## src/rtl/bert_pkg.sv

```systemverilog
package bert_pkg;

    typedef enum logic [3:0] {
        PAT_QRSS   = 4'd0,
        PAT_PN6    = 4'd1,
        PAT_PN9    = 4'd2,
        PAT_PN11   = 4'd3,
        PAT_PN15   = 4'd4,
        PAT_PN20   = 4'd5,
        PAT_PN23   = 4'd6,
        PAT_D1IN8  = 4'd7,
        PAT_D3IN24 = 4'd8,
        PAT_ALT    = 4'd9,
        PAT_CLEAR  = 4'd10
    } pat_e;

    localparam int NUM_PN   = 6;
    localparam int PN_LEN [NUM_PN] = '{6, 9, 11, 15, 20, 23};
    localparam int PN_TAP [NUM_PN] = '{5, 5, 9, 14, 3, 18};
    localparam int QRSS_IDX = 4;

    localparam int W8_LEN  = 8;
    localparam int W24_LEN = 24;
    localparam logic [W8_LEN-1:0]  WORD_1IN8  = 8'h80;
    localparam logic [W24_LEN-1:0] WORD_3IN24 = 24'h440004;

    // Map a pattern code to the shift-register bank index it draws from.
    function automatic logic [2:0] pn_index(input logic [3:0] code);
        if (code == PAT_QRSS)
            return 3'(QRSS_IDX);
        else if (code >= PAT_PN6 && code <= PAT_PN23)
            return 3'(code - 4'd1);
        else
            return 3'd0;
    endfunction

endpackage

```

## src/rtl/bert_lfsr.sv

```systemverilog
module bert_lfsr #(
    parameter int LEN = 6,
    parameter int TAP = 5
) (
    input  logic clk,
    input  logic rst_n,
    input  logic seed_i,
    input  logic step_i,
    output logic bit_o
);

    typedef struct packed {
        logic [LEN-1:0] st;
    } lfsr_s;

    lfsr_s state_d, state_q;
    logic  fb;

    assign fb    = state_q.st[LEN-1] ^ state_q.st[TAP-1];
    assign bit_o = fb;

    always_comb begin
        state_d = state_q;
        if (seed_i)
            state_d.st = '1;
        else if (step_i)
            state_d.st = {state_q.st[LEN-2:0], fb};
    end

    always_ff @(posedge clk) begin
        if (!rst_n)
            state_q.st <= '1;
        else
            state_q <= state_d;
    end


    lfsr_nonzero_chk: assert property (@(posedge clk) disable iff (!rst_n)
        state_q.st != '0);

endmodule

```

## src/rtl/bert_pn_bank.sv

```systemverilog
module bert_pn_bank
    import bert_pkg::*;
(
    input  logic              clk,
    input  logic              rst_n,
    input  logic              seed_i,
    input  logic              step_i,
    output logic [NUM_PN-1:0] bits_o
);

    for (genvar g = 0; g < NUM_PN; g++) begin : g_pn
        bert_lfsr #(
            .LEN (PN_LEN[g]),
            .TAP (PN_TAP[g])
        ) i_lfsr (
            .clk    (clk),
            .rst_n  (rst_n),
            .seed_i (seed_i),
            .step_i (step_i),
            .bit_o  (bits_o[g])
        );
    end

endmodule

```

## src/rtl/bert_word_gen.sv

```systemverilog
module bert_word_gen
    import bert_pkg::*;
(
    input  logic clk,
    input  logic rst_n,
    input  logic clr_i,
    input  logic step_i,
    output logic one8_o,
    output logic three24_o,
    output logic alt_o
);

    localparam int P8W  = $clog2(W8_LEN);
    localparam int P24W = $clog2(W24_LEN);

    typedef struct packed {
        logic [P8W-1:0]  ph8;
        logic [P24W-1:0] ph24;
    } phase_s;

    phase_s ph_d, ph_q;

    assign one8_o    = WORD_1IN8[P8W'(W8_LEN - 1) - ph_q.ph8];
    assign three24_o = WORD_3IN24[P24W'(W24_LEN - 1) - ph_q.ph24];
    assign alt_o     = ~ph_q.ph8[0];

    always_comb begin
        ph_d = ph_q;
        if (clr_i) begin
            ph_d.ph8  = '0;
            ph_d.ph24 = '0;
        end else if (step_i) begin
            ph_d.ph8  = ph_q.ph8 + 1'b1;
            ph_d.ph24 = (ph_q.ph24 == P24W'(W24_LEN - 1)) ? '0 : ph_q.ph24 + 1'b1;
        end
    end

    always_ff @(posedge clk) begin
        if (!rst_n) begin
            ph_q.ph8  <= '0;
            ph_q.ph24 <= '0;
        end else begin
            ph_q <= ph_d;
        end
    end


    phase24_range_chk: assert property (@(posedge clk) disable iff (!rst_n)
        ph_q.ph24 < P24W'(W24_LEN));

endmodule

```

## src/rtl/bert_patgen.sv

```systemverilog
module bert_patgen
    import bert_pkg::*;
#(
    parameter int CNT_W    = 32,
    parameter int ZRUN_MAX = 14
) (
    input  logic             clk,
    input  logic             rst_n,
    input  logic             bit_en,
    input  logic [3:0]       pat_sel,
    input  logic             start,
    input  logic             stop,
    input  logic [CNT_W-1:0] len_limit,
    input  logic             rx_bit,
    output logic             tx_bit
);

    localparam int ZW = $clog2(ZRUN_MAX + 1);

    typedef struct packed {
        logic             active;
        logic [3:0]       sel;
        logic [CNT_W-1:0] len;
        logic [CNT_W-1:0] cnt;
        logic [ZW-1:0]    zrun;
        logic             tx;
    } ctl_s;

    ctl_s              q, d;
    logic              seed, step;
    logic [NUM_PN-1:0] pn_bits;
    logic              w_one8, w_three24, w_alt;
    logic              pn_bit, qrss_bit, pat_bit;
    logic              expired, emit;

    bert_pn_bank i_pn_bank (
        .clk    (clk),
        .rst_n  (rst_n),
        .seed_i (seed),
        .step_i (step),
        .bits_o (pn_bits)
    );

    bert_word_gen i_word_gen (
        .clk       (clk),
        .rst_n     (rst_n),
        .clr_i     (seed),
        .step_i    (step),
        .one8_o    (w_one8),
        .three24_o (w_three24),
        .alt_o     (w_alt)
    );

    assign pn_bit   = pn_bits[pn_index(q.sel)];
    assign qrss_bit = pn_bit | (q.zrun == ZW'(ZRUN_MAX));
    assign expired  = (q.len != '0) && (q.cnt == q.len);
    assign emit     = q.active && bit_en && !start && !stop && !expired;

    always_comb begin
        unique case (q.sel)
            PAT_QRSS:   pat_bit = qrss_bit;
            PAT_PN6, PAT_PN9, PAT_PN11,
            PAT_PN15, PAT_PN20, PAT_PN23:
                        pat_bit = pn_bit;
            PAT_D1IN8:  pat_bit = w_one8;
            PAT_D3IN24: pat_bit = w_three24;
            PAT_ALT:    pat_bit = w_alt;
            PAT_CLEAR:  pat_bit = rx_bit;
            default:    pat_bit = 1'b1;
        endcase
    end

    always_comb begin
        d    = q;
        seed = 1'b0;
        step = 1'b0;
        if (stop) begin
            d.active = 1'b0;
            d.tx     = 1'b1;
        end else if (start) begin
            d.active = 1'b1;
            d.sel    = pat_sel;
            d.len    = len_limit;
            d.cnt    = '0;
            d.zrun   = '0;
            d.tx     = 1'b1;
            seed     = 1'b1;
        end else if (q.active && bit_en) begin
            if (expired) begin
                d.active = 1'b0;
                d.tx     = 1'b1;
            end else begin
                step  = 1'b1;
                d.cnt = q.cnt + 1'b1;
                d.tx  = pat_bit;
                if (q.sel == PAT_QRSS)
                    d.zrun = qrss_bit ? '0 : q.zrun + 1'b1;
            end
        end
    end

    always_ff @(posedge clk) begin
        if (!rst_n) begin
            q.active <= 1'b0;
            q.sel    <= '0;
            q.len    <= '0;
            q.cnt    <= '0;
            q.zrun   <= '0;
            q.tx     <= 1'b1;
        end else begin
            q <= d;
        end
    end

    assign tx_bit = q.tx;


    idle_ones_chk: assert property (@(posedge clk) disable iff (!rst_n)
        !q.active |-> tx_bit);


    sel_latch_chk: assert property (@(posedge clk) disable iff (!rst_n)
        !start |=> $stable(q.sel));


    qrss_run_chk: assert property (@(posedge clk) disable iff (!rst_n)
        (emit && q.sel == PAT_QRSS && q.zrun == ZW'(ZRUN_MAX)) |=> tx_bit);


    clear_pass_chk: assert property (@(posedge clk) disable iff (!rst_n)
        (emit && q.sel == PAT_CLEAR) |=> tx_bit == $past(rx_bit));


    hold_chk: assert property (@(posedge clk) disable iff (!rst_n)
        (!bit_en && !start && !stop) |=> $stable(tx_bit));


    stop_chk: assert property (@(posedge clk) disable iff (!rst_n)
        stop |=> (!q.active && tx_bit));

endmodule

```

## config.mk

```make
export PLATFORM = sky130hd
export DESIGN_NAME = bert_patgen
export DESIGN_NICKNAME = d
export VERILOG_FILES = /design/src/rtl/bert_pkg.sv /design/src/rtl/bert_lfsr.sv /design/src/rtl/bert_pn_bank.sv /design/src/rtl/bert_word_gen.sv /design/src/rtl/bert_patgen.sv
export SDC_FILE = /design/constraint.sdc
export NUM_CORES = 1
export LEC_CHECK = 0
export BUFFER_PORTS_ARGS = -buffer_cell sky130_fd_sc_hd__buf_2
export CAP_MARGIN = 10
export CORE_ASPECT_RATIO = 1.75
export CORE_MARGIN = 2
export CORE_UTILIZATION = 55
export DETAILED_ROUTE_END_ITERATION = 8
export HOLD_SLACK_MARGIN = 0.12
export PLACE_DENSITY = 0.79
export SYNTH_ARGS = -nofsm -noshare
export SYNTH_HDL_FRONTEND = slang
export SYNTH_HIERARCHICAL = 1
export SYNTH_SLANG_ARGS = --single-unit
```

## constraint.sdc

```tcl
create_clock -name clk -period 2.8 [get_ports clk]
set_input_delay 0.56 -clock clk [delete_from_list [all_inputs] [get_ports clk]]
set_output_delay 0.56 -clock clk [all_outputs]
set_load 0.01 [all_outputs]
```

==> After elaboration in Yosys (flattened, before gate mapping) <==
Memory sizes are Yosys's and may differ from the RTL's.
Cells that the tools add are included.
{ "word_totals": {"ff_bits": 166, "romBits": 40, "input_bits": 42, "output_inout_bits": 1, "wordCells": 91, "memories": 2} }
{ "memory_table": {"columns": ["name", "depth", "width", "read_ports", "rd_ports_with_merged_regs", "write_ports", "line", "text"], "rows": [
  ["(no name shown)", 32, 1, 1, 0, 0, "bert_word_gen.sv:24", "assign three24_o = WORD_3IN24[P24W'(W24_LEN - 1) - ph_q.ph24];"],
  ["(no name shown)", 8, 1, 1, 0, 0, "bert_word_gen.sv:23", "assign one8_o = WORD_1IN8[P8W'(W8_LEN - 1) - ph_q.ph8];"]
]} }
{ "classes": {"addsub": 7, "magnitude_cmp": 5, "n_eq_ne": 14, "n_mux": 23, "bitwise": 10, "reduce_logical": 16} }
{ "op_table": {"columns": ["cell", "n"], "rows": [
  ["$mux 37", 2],
  ["$mux 36", 1],
  ["$add 32x1->32 const B", 1],
  ["$eq 32x32->1", 1],
  ["$reduce_bool 32->1", 1],
  ["$eq 4x3->1 const B", 4],
  ["$eq 4x4->1 const B", 4],
  ["$mux 1", 13],
  ["$eq 4x2->1 const B", 2],
  ["$lt 3x4->1 const B", 2],
  ["$mux 4", 2],
  ["$lt 5x6->1 const B", 1],
  ["$mux 3", 2],
  ["$pmux 1 s6", 1],
  ["$reduce_bool 2->1", 3],
  ["$reduce_or 6->1", 1],
  ["$xor 1x1->1", 6],
  ["$add 5x1->5 const B", 1],
  ["$eq 5x5->1 const B", 1],
  ["$mux 5", 1],
  ["$sub 5x5->5 const A", 1],
  ["$add 4x1->4 const B", 1],
  ["$eq 4x1->1 const B", 1],
  ["$ge 4x1->1 const B", 1],
  ["other kinds (15)", 21]
]} }

==> Logic depth before layout (Yosys ltp) <==
{ "logic_depth": {"word_depth": 12, "mapped_depth": 11, "mapped_depth_nobuf": 10} }

==> Modules after synthesis <==
Netlist, hierarchy kept.
{ "by_module_without_submodules": {"columns": ["module", "instances", "cells_each", "area_each_um2", "seq_area_each_um2"], "rows": [
  ["bert_patgen", 1, 495, 4055.1, 1481.4],
  ["bert_lfsr (i_pn_bank.g_pn[5].i_lfsr)", 1, 77, 863.3, 460.4],
  ["bert_lfsr (i_pn_bank.g_pn[4].i_lfsr)", 1, 67, 772.0, 400.4],
  ["bert_lfsr (i_pn_bank.g_pn[3].i_lfsr)", 1, 51, 570.5, 300.3],
  ["bert_lfsr (i_pn_bank.g_pn[2].i_lfsr)", 1, 38, 422.9, 220.2],
  ["bert_word_gen", 1, 43, 411.6, 160.2],
  ["bert_lfsr (i_pn_bank.g_pn[1].i_lfsr)", 1, 32, 352.8, 180.2],
  ["bert_lfsr (i_pn_bank.g_pn[0].i_lfsr)", 1, 22, 270.3, 120.1]
]} }

==> Worst setup path before layout <==
No wires, ideal clock.
{ "synth_timing": {"path_type": "register to register", "startpoint": "register q[68] (netlist name)", "endpoint": "register i_word_gen/ph_q[3] (netlist name)", "setup_ns": 0.117, "arrival_time_ns": 2.753, "t_required_ns": 2.683, "setup_slack_ns": -0.070, "path_stages_with_launch": 11, "path_buffers": 2, "synth_period_minus_slack_ns": 2.870, "path_cell_list": "dfxtp_1 > nor4_1 > nand4_1 > nor2_1 > nor3_1 > buf_2 > nor3_1 > buf_4 > nand4_1 > xnor2_1 > nor2_1"} }
{ "synth_between": {"elab_chain_cells": 6, "word_cells_on_any_way": 7, "classes_between": "eq/ne (1); mux (4); reduce/logical (2)"} }
{ "synth_lines": {"columns": ["item", "line", "text"], "rows": [
  ["from (decl)", "bert_patgen.sv:29", "ctl_s q, d;"],
  ["$eq 32x32->1 / $reduce_bool 32->1 (equally long branches)", "bert_patgen.sv:56", "assign expired = (q.len != '0) && (q.cnt == q.len);"],
  ["$logic_and 1x1->1 (*)", "bert_patgen.sv:56", null],
  ["$mux 1 (*)", "bert_patgen.sv:89", "if (expired) begin"],
  ["$mux 1 (*)", "bert_patgen.sv:88", "end else if (q.active && bit_en) begin"],
  ["$mux 1 (*)", "bert_patgen.sv:80", "end else if (start) begin"],
  ["$mux 1 (*)", "bert_patgen.sv:77", "if (stop) begin"],
  ["net step", "bert_patgen.sv:30", "logic seed, step;"],
  ["to (signal assigned)", "bert_word_gen.sv:43", "ph_q <= ph_d;"],
  ["to (decl)", "bert_word_gen.sv:21", "phase_s ph_d, ph_q;"]
]} }
The timed path passes the listed nets; every way through them passes the cells marked *.
A chain may end at the register's enable or synchronous reset.

==> Worst setup path after layout <==
{ "layout_timing": {"startpoint": "register q[43] (netlist name)", "endpoint": "register i_pn_bank/g_pn[5].i_lfsr/state_q[0] (netlist name)"} }
{ "layout_between": {"elab_chain_cells": 6, "word_cells_on_any_way": 7, "classes_between": "eq/ne (1); mux (4); reduce/logical (2)"} }
{ "layout_lines": {"columns": ["item", "line", "text"], "rows": [
  ["$eq 32x32->1 / $reduce_bool 32->1 (equally long branches)", "bert_patgen.sv:56", null],
  ["$logic_and 1x1->1 (*)", "bert_patgen.sv:56", null],
  ["$mux 1 (*)", "bert_patgen.sv:89", null],
  ["$mux 1 (*)", "bert_patgen.sv:88", null],
  ["$mux 1 (*)", "bert_patgen.sv:80", null],
  ["$mux 1 (*)", "bert_patgen.sv:77", null],
  ["net step", "bert_patgen.sv:30", null],
  ["to (signal assigned)", "bert_lfsr.sv:34", "state_q <= state_d;"],
  ["to (decl)", "bert_lfsr.sv:16", "lfsr_s state_d, state_q;"]
]} }
Marks and branches as above.

==> flow_summary.json <==
{
  "ys_seq_elements": 166,
  "routed-via-count": 6057,
  "fin_total_pwr_w": 0.00501,
  "clk_pin_slew_worst_paths_ns": 0.07,
  "syn_area_um2": 7720,
  "die_area_um2": 15000,
  "syn_nets": 880,
  "worstPathArrival_ns": 2.90,
  "h-tree-depth": 4,
  "required_ns": 3.11,
  "final_common_cell": "nand2_1",
  "rsz0062_at_grt": "false",
  "final_layout_size_suffix_gt1_frac": 0.136,
  "postSynthCellCount": 825,
  "post-route-worst-setup-slack_ns": 0.207,
  "ant_nets": 0,
  "fin_cells": 1052,
  "cts_hold_buf": 0,
  "status": "finished, final reports clean",
  "fin_crit_sh": 0.926,
  "grt_max_degree": 62,
  "cts_sinks": 166,
  "setup-violations-final": 0,
  "drc": 0,
  "slowest_stage": "nor4_1",
  "ys_seq_area_frac": 0.431,
  "ios": 43,
  "worstPathCellList": "nor4_1 > nand4_1 > nor2_1 > nor3_2 > nor3_4 > buf_12 > nand3b_1 > o2bb2a_2",
  "die_y_um": 161,
  "placed_cells": 1020,
  "drv_cap": 0,
  "slowest_delay_ns": 0.54,
  "gr-total-overflow": 0,
  "synthToLayoutAreaGrowth_pct": 11.6,
  "fin_worst_skew_ns": 0.0106,
  "initial_utilization": 0.558,
  "n_antenna_cell": 0,
  "drv_slew": 0,
  "max_freq_ghz": 0.386,
  "root_buffer": "clkbuf_16",
  "multi_input_area_um2": 4000,
  "ys_async_sr_fraction": 0,
  "ctsLongestPathBuffers": 2,
  "p_leak_nw": 3.14,
  "cts_made_buffers": 17,
  "post-place-ws_ns": 0.215,
  "wl_mm": 16.9,
  "hold_path.class": "input pin to flop",
  "critPathKind": "flop to flop",
  "vdd_drop_max_uv": 418,
  "final_cell_mix": "nand2_1, dfxtp_1, mux2i_1",
  "drt_iter0_markers": 259,
  "layout_min_cycle_time_ns": 2.59,
  "synth-warning-count": 6,
  "regArea_um2": 3320,
  "worstSetupEndpointType": "flop",
  "wl_per_cell_um": 16.1,
  "core_um2": 13800,
  "cts_setup_buffers": 0,
  "avgSynthCellArea_um2": 9.36,
  "ys_types": 63,
  "n_fill_cell": 1193,
  "start_kind": "flop",
  "cts_tree": "built",
  "setup_tns_ns": 0,
  "clk_latency_ns": 0.42,
  "power_density_nw_per_um2": 582,
  "port_buffers": 42,
  "synth_edf_count": 0,
  "grt_pass1_vias": 6122,
  "cts_resized": 0,
  "final_hold_viol_count": 0,
  "grt_use_total": 0.239,
  "first_pass_iters": 5,
  "fin_nets": 917,
  "rows": 57,
  "tightest_slew_ns": 0.614,
  "gp_congestion": 0.922,
  "die_x_um": 93.6,
  "ys.flop_type": "dfxtp_1",
  "hpwlAfterDp_mm": 11.8,
  "grt_pass1_wl_mm": 28.7,
  "slew_headroom": 0.590,
  "worst-path-max-fanout": 61,
  "antenna_found_initial": 0,
  "vias_per_cell": 5.76
}
## where the power goes
part	leakage, nW	total [W]	switching [W]	internal (W)
sequential	1.35	0.00242	0.0000321	0.00239
combinational	1.50	0.000316	0.000190	0.000126
clock	0.293	0.00228	0.00106	0.00122
total	3.14	0.00501	0.00128	0.00373
## stage by stage
| stage | instance area, µm² | utilization | hold WS (ns) |
|---|---|---|---|
| after floorplan | 7720 | - | 0.440 |
| after global placement | 8010 | 0.579 | 0.453 |
| after detailed placement | 8010 | 0.579 | 0.458 |
| after CTS | 8610 | 0.622 | 0.367 |
| after global routing | 8610 | 0.622 | 0.385 |
| final | 8610 | 0.622 | 0.385 |
## state kept, by name, indices dropped and copies added (netlist names)
name / flops
tx_bit: 1
i_word_gen/ph_q: 8
q: 73
i_pn_bank/g_pn.i_lfsr/state_q: 84
## routing by layer
| layer | share of wire | vias up | GRT usage |
|---|---|---|---|
| met5 | 0 | - | 0 |
| met4 | 0.057 | 0 | 0.150 |
| met3 | 0.038 | 66 | 0.0432 |
| met2 | 0.52 | 167 | 0.428 |
| met1 | 0.39 | 2833 | 0.251 |
| li1 | - | 2991 | - |
## worst paths after layout
| kind | start | endpoint | slack, ns | cells after the start |
|---|---|---|---|---|
| worst max-delay path | q[43] | i_pn_bank/g_pn[5].i_lfsr/state_q[0] | 0.21 | 8 |
| worst min-delay path | len_limit[26] | q[63] | 0.39 | 3 |
| worst max register to register | q[43] | i_pn_bank/g_pn[5].i_lfsr/state_q[0] | 0.21 | 8 |
| worst min register to register | i_pn_bank/g_pn[4].i_lfsr/state_q[14] | i_pn_bank/g_pn[4].i_lfsr/state_q[14] | 0.47 | 2 |
## cell usage after synthesis (4+ instances only)
| cell type | n | area (µm²) |
|---|---|---|
| mux2i_1 | 84 | 841 |
| buf_12 | 4 | 80.1 |
| inv_1 | 17 | 63.8 |
| ha_1 | 13 | 163 |
| o31ai_1 | 21 | 158 |
| nand2_1 | 172 | 646 |
| buf_2 | 9 | 45.0 |
| o2bb2a_4 | 4 | 80.1 |
| nor4_1 | 18 | 113 |
| buf_6 | 12 | 135 |
| dfxtp_1 | 166 | 3320 |
| a21boi_0 | 36 | 270 |
| nor3_1 | 7 | 35.0 |
| nor2b_1 | 5 | 31.3 |
| nand3_1 | 15 | 75.1 |
| xor2_1 | 40 | 350 |
| and4_1 | 4 | 35.0 |
| nand3b_1 | 6 | 45.0 |
| a21oi_1 | 30 | 150 |
| xnor2_1 | 5 | 43.8 |
| nand2b_1 | 5 | 31.3 |
| clkbuf_1 | 15 | 56.3 |
| nor2_1 | 22 | 82.6 |
| or4_1 | 18 | 135 |
| o21ai_1 | 9 | 45.0 |
| nand4_1 | 17 | 106 |
| or3_1 | 13 | 81.3 |
## kinds of logic (layout without fill, tap and decap cells)
| logic type | after synthesis | in the layout | synth area share |
|---|---|---|---|
| muxes | 84 | 84 | 0.109 |
| DFF | 166 | 166 | 0.431 |
| xor gates and xnor gates | 46 | 46 | 0.0532 |
| AOI/OAI and AO/OA | 129 | 129 | 0.125 |
| and+or+nand+nor | 323 | 323 | 0.207 |
| adders and majority gates | 13 | 13 | 0.0211 |
| buffers and inverters | 64 | 114 | 0.0541 |
## worst max-delay path: cells and delay by family, from the launching register on
family | cells | cell delay, ns
buffers and inverters | 1 | 0.40
AND/OR/NAND/NOR | 6 | 1.46
flip-flops | 1 | 0.34
AO/OA/AOI/OAI | 1 | 0.26
## layout make-up
class | count | share of cell area
tap | 177 | 0.0257
timing repair buffer | 64 | 0.0479
clock inverter | 14 | 0.0177
multi-input combinational | 595 | 0.464
clock buffer | 18 | 0.0510
inverter | 18 | 0.00785
sequential | 166 | 0.386
Note: power is estimated with default switching activity, not from simulation.
